`config.mk`:
```
export PLATFORM = sky130hd
export DESIGN_NAME = sag_status_mon
export DESIGN_NICKNAME = d
export VERILOG_FILES = /design/src/rtl/sag_status_mon.sv
export SDC_FILE = /design/constraint.sdc
export NUM_CORES = 1
export LEC_CHECK = 0
export BUFFER_PORTS_ARGS = -buffer_cell sky130_fd_sc_hd__buf_2
export CAP_MARGIN = 20
export CORE_ASPECT_RATIO = 2
export CORE_MARGIN = 5
export CORE_UTILIZATION = 58
export CTS_BUF_LIST = sky130_fd_sc_hd__clkbuf_16
export DETAILED_ROUTE_END_ITERATION = 10
export GPL_TIMING_DRIVEN = 0
export PLACE_DENSITY = 0.82
export RECOVER_POWER = 50
export SYNTH_ARGS = -nofsm -noshare
export SYNTH_HDL_FRONTEND = slang
export SYNTH_SLANG_ARGS = --single-unit
```
`constraint.sdc`:
```
create_clock -name clk -period 5.4 [get_ports clk]
set_input_delay 0 -clock clk [delete_from_list [all_inputs] [get_ports clk]]
set_output_delay 0 -clock clk [all_outputs]
set_load 0.02 [all_outputs]
```
`src/rtl/sag_status_mon.sv`:
```
module sag_status_mon #(
  parameter int SW = 16,
  parameter int CW = 16
) (
  input  logic          clk,
  input  logic          rst,
  input  logic          smp_vld,
  input  logic [SW-1:0] va,
  input  logic [SW-1:0] vb,
  input  logic [SW-1:0] vc,
  input  logic [SW-1:0] thr,
  input  logic [CW-1:0] sag_len,
  input  logic          f0_lvl,
  output logic [31:0]   status,
  output logic          done
);
  localparam int NPH = 3;

  logic [SW-1:0] smp [NPH];
  logic [CW-1:0] cnt [NPH];
  logic [NPH-1:0] flg_n, flg_q;
  logic f0_q;
  logic [CW-1:0] lim;

  assign smp[0] = va;
  assign smp[1] = vb;
  assign smp[2] = vc;
  assign lim = (sag_len == '0) ? CW'(1) : sag_len;

  for (genvar g = 0; g < NPH; g++) begin : g_ph
    logic low;
    logic [CW-1:0] nxt;
    assign low = smp[g] < thr;
    assign nxt = !low ? '0 : (cnt[g] >= lim) ? cnt[g] : cnt[g] + CW'(1);
    assign flg_n[g] = low && (nxt >= lim);
    always_ff @(posedge clk) begin
      if (rst) cnt[g] <= '0;
      else if (smp_vld) cnt[g] <= nxt;
    end
  end

  always_ff @(posedge clk) begin
    if (rst) begin
      flg_q <= '0;
      f0_q  <= 1'b0;
      done  <= 1'b0;
    end else begin
      done <= smp_vld;
      if (smp_vld) begin
        flg_q <= flg_n;
        f0_q  <= f0_lvl;
      end
    end
  end

  assign status = {28'd0, f0_q, flg_q};
endmodule


```
# Word level (Yosys, flattened, before mapping)
# Memory sizes are Yosys's and may differ from the RTL's.
# Index checks and enable logic that the tools add are counted.
# W data, S select, Z words.
# classes
addsub	3
order_cmp	9
n_mux	15
bitwise	3
n_reduce_logical	4
# ops
cell	count
$mux W16	10
$ge A16 B16 Y1	6
$add A16 B1 Y16 const B	3
$lt A16 B16 Y1	3
$logic_not A16 Y1	1
$mux W1	5
$logic_and A1 B1 Y1	3
$or A1 B1 Y1	3
# word_totals
regBits	5
mem_bits_rw	48
in_bits	84
output_inout_bits	33
word_cells	38
mem_count	1
# memory_table
memory	words	word_bits	rd	rd_ports_with_merged_regs	write_ports	line	rtl
cnt	3	16	3	0	3	20	logic [CW-1:0] cnt [NPH];

# Logic depth before layout (Yosys ltp)
# depth
word_depth	7
mapped_depth	18
mapped_depth_nobuf	16

# Worst setup path before layout
# Ideal clock, no wire load.
# synth_path
path_kind	input to register
from	in sag_len[8]
to	reg flg_q[0]
setup_ns	0.129
t_arrival_ns	3.628
required_time_ns	5.271
path_slack_ns	1.643
cell_stages	17
n_path_buf	1
cell_sequence	nor4_1 a41o_1 ha_1 nand2b_1 a2111o_1 a32oi_1 clkbuf_1 nand3_1 xor2_1 nor2_1 ha_1 nand2_1 a21oi_1 a2111oi_0 o221ai_1 a2111oi_0 o21ai_0
# synth_between
elab_chain_cells	7
# synth_rtl
item	line	rtl
start: declaration	12	input logic [CW-1:0] sag_len,
$logic_not A16 Y1	28	assign lim = (sag_len == '0) ? CW'(1) : sag_len;
$mux W16 *	28	
$ge A16 B16 Y1 *	34	assign nxt = !low ? '0 : (cnt[g] >= lim) ? cnt[g] : cnt[g] + CW'(1);
$mux W16 * (2 in a row)	34	
named net g_ph[0].nxt[2]	32	logic [CW-1:0] nxt;
$ge A16 B16 Y1 *	35	assign flg_n[g] = low && (nxt >= lim);
$logic_and A1 B1 Y1 *	35	
end signal: assignment	50	flg_q <= flg_n;
end: declaration	21	logic [NPH-1:0] flg_n, flg_q;
# The timed path passes the listed nets; every way through them passes the cells marked *.
# A chain may end at the register's enable or synchronous reset.

==> flow_metrics.env <==
export IMPL_power_density_nw_per_um2=175.4
export IMPL_whs_ns=0.07099
export IMPL_wl_per_cell_um=17.71
export IMPL_syn_area_per_cell_um2=8.656
export IMPL_antenna_left=0
export IMPL_holdCritStartpoint="smp_vld"
export IMPL_synthFlopType="edfxtp_1"
export IMPL_first_pass_iters=5
export IMPL_p_total_mw=1.301
export IMPL_cts_root_buf="clkbuf_16"
export IMPL_fin_skew_ns=0.01232
export IMPL_min_path_type="in2reg"
export IMPL_tritoncts="yes"
export IMPL_routabilityCongestion=0.9438
export IMPL_cts_sinks=53
export IMPL_grt_pass1_vias=6290
export IMPL_top_layer_used="met4"
export IMPL_grt_max_degree=36
export IMPL_numPortBuffers=88
export IMPL_async_flop_share_pct=0
export IMPL_path_depth=16
export IMPL_ys_seq_area_share_pct=23.56
export IMPL_pin_count=117
export IMPL_clock_path_buffers=2
export IMPL_rows=55
export IMPL_routed_wl_um=18130
export IMPL_wl_met1_um=6524
export IMPL_worst_setup_path_start_kind="flip-flop"
export IMPL_met2_length_um=9669
export IMPL_htreeDepth=2
export IMPL_crit_required_ns=5.56
export IMPL_track_usage_pct=26.35
export IMPL_fp_dieH_um=160.2
export IMPL_maxCapViolCount=1
export IMPL_vias=6132
export IMPL_synth_edf_count=48
export IMPL_antenna_found_initial=0
export IMPL_hold_depth=3
export IMPL_r2r_end="flg_q[0]"
export IMPL_violations="max-capacitance violations, max-slew violations"
export IMPL_outcome="finished with violations"
export IMPL_drc=0
export IMPL_area_growth_pct=13.38
export IMPL_synthCells=756
export IMPL_cts_made_buffers=5
export IMPL_ys_warn_count=0
export IMPL_worstPathCellList="inv_1 -> ha_1 -> nand2b_1 -> a2111o_1 -> a32oi_1 -> clkbuf_1 -> nand3_1 -> xor2_1 -> nor2_1 -> ha_1 -> nand2_1 -> a21oi_1 -> a2111oi_0 -> o221ai_1 -> a2111oi_1 -> o21ai_0"
export IMPL_synthDistinctLibCells=54
export IMPL_clk_pin_slew_worst_paths_ns=0.08
export IMPL_crit_type="reg2reg"
export IMPL_r2r_start="cnt[0][0]"
export IMPL_crit_family="compound AO/OA/AOI/OAI gates"
export IMPL_initialDrtViolationCount=352
export IMPL_crit_slowest_cell="a2111oi_1"
export IMPL_slew_headroom_pct=-40.32
export IMPL_nets=1109
export IMPL_grt_pass1_wl_um=28880
export IMPL_core_area_um2=11220
export IMPL_rsz0062_at_grt="false"
export IMPL_syn_area_um2=6544
export IMPL_ys_ff_latch=53
export IMPL_cp_end_kind="flip-flop"
export IMPL_die_w_um=85.11
export IMPL_worst_pin_slew_ns=2.105
export IMPL_clkLatencyLatePin_ns=0.31
export IMPL_start_util_pct=58.34
export IMPL_drive_gt1_share_pct=14.63
export IMPL_cp_num_buf_inv=2
export IMPL_min_period_ns=4.865
export IMPL_rrSetupSlack_ns=0.54
export IMPL_die_area_um2=13640
export IMPL_peakVddDrop_v=0.0001330
export IMPL_wl_met3_um=1016
export IMPL_dpl_hpwl_um=14900
export IMPL_cp_arrival_ns=5.03
export IMPL_final_common_cell="ha_1"
export IMPL_finalSetupViolations=0
export IMPL_final_cell_mix="ha_1, nor2_1, buf_2"
export IMPL_avgViaCountPerCell=5.988
export IMPL_fin_crit_sh_pct=90.08
export IMPL_grt_overflow=0
export IMPL_path_max_fanout=10
export IMPL_reg2reg_depth=16
export IMPL_max_stage_delay_ns=0.73
export IMPL_min_to="done"
export IMPL_power_leakage_nw=3.628
export IMPL_crit_top_cell="ha_1"
export IMPL_slew_violations=36
export IMPL_setup_tns_ns=0
export IMPL_max_freq_ghz=0.2056
export IMPL_diodes=0
export IMPL_hold_viol_final=0
export IMPL_fillers=961
how the worst max path moves through the flow:
| stage | start | end | slack [ns] |
|---|---|---|---|
| 6_report | cnt[0][0] | flg_q[0] | 0.54 |
| 5_1_grt | sag_len[1] | flg_q[0] | 0.14 |
| 4_1_cts | sag_len[1] | flg_q[0] | 0.38 |
| 3_5_place_dp | sag_len[1] | flg_q[0] | 0.10 |
| 3_3_place_gp | sag_len[1] | flg_q[0] | 0.07 |
| 2_1_floorplan | sag_len[8] | flg_q[0] | 1.64 |
per-layer routing:
metal | track usage, % | vias up
met5 | 0 | -
met4 | 13.76 | 0
met3 | 3.407 | 63
met2 | 50.89 | 235
met1 | 26.21 | 2813
li1 | - | 3021
repair_timing:
| item | 4_1_cts | 5_1_grt |
|---|---|---|
| buffers inserted | 0 | 0 |
| hold buffers | 2 | 0 |
| endpoints found under the setup margin | 0 | 1 |
| hold endpoints to repair | 1 | 0 |
| resized for setup | 0 | 1 |
where the power goes:
part	total (mW)	switching, mW	internal [mW]	leakage [nW]
clock	0.329	0.160	0.169	0.0748
sequential	0.508	0.0318	0.477	0.574
combinational	0.464	0.274	0.189	2.98
per-stage QoR:
step	worst slack (ns)	std cells	instance area, um^2	util (%)
6_report	0.5354	1024	7420	66.15
5_1_grt	0.1448	1024	7420	66.15
3_5_place_dp	0.1017	1014	7283	64.93
4_1_cts	0.3838	1024	7442	66.35
3_3_place_gp	0.06861	1013	7263	64.75
2_1_floorplan	1.643	783	6645	-
cell usage after synthesis, types with 5 or more instances:
cell	number	area share [%]
ha_1	144	28
nor2_1	88	5.0
a21oi_1	67	5.1
edfxtp_1	48	22
inv_1	45	2.6
nand2_1	45	2.6
nand4_1	38	3.6
buf_4	30	3.4
o21ai_0	24	1.8
a21o_1	17	2.0
xnor2_1	16	2.1
xor2_1	16	2.1
nand3_1	14	1.1
clkbuf_1	12	0.69
nor4_1	12	1.1
o21a_1	12	1.4
a211oi_1	11	1.3
and3_1	11	1.1
nand2b_1	11	1.1
and2_1	8	0.76
and4_1	8	1.1
or4_1	8	0.92
o31ai_1	6	0.69
dfxtp_1	5	1.5
nor3_1	5	0.38
sequential cells by signal (all words and copies together) (netlist names):
name   count
flg_q      3
done       1
f0_q       1
cnt       48
worst register-to-register path, cell delays in order (launching register included):
cell and delay (ns):
edfxtp_1 0.43, inv_1 0.07, ha_1 0.30, nand2b_1 0.16, a2111o_1 0.45, a32oi_1 0.51
clkbuf_1 0.42, nand3_1 0.16, xor2_1 0.24, nor2_1 0.08, ha_1 0.32, nand2_1 0.07
a21oi_1 0.04, a2111oi_0 0.43, o221ai_1 0.19, a2111oi_1 0.73, o21ai_0 0.14
logic make-up after synthesis:
family,Yosys count,synth area share [%]
xor gates and xnor gates,32,4.283
AOI/OAI and AO/OA,170,16.46
adders and majority gates,144,27.53
DFF,53,23.56
other,1,0.05731
muxes,6,0.9560
and+or+nand+nor,261,20.19
buffers and inverters,89,6.960
cell type report:
class / instances / area (um^2) / share of cell area (%)
Clock buffer: 5 / 125.1 / 1.686
Clock inverter: 3 / 13.76 / 0.1855
Tap cell: 142 / 177.7 / 2.395
Inverter: 45 / 168.9 / 2.277
Timing Repair Buffer: 91 / 456.7 / 6.155
Multi-Input combinational cell: 641 / 4649 / 62.66
Buffer: 44 / 286.5 / 3.862
Sequential cell: 53 / 1541 / 20.78
(Power assumes the default switching activity.)
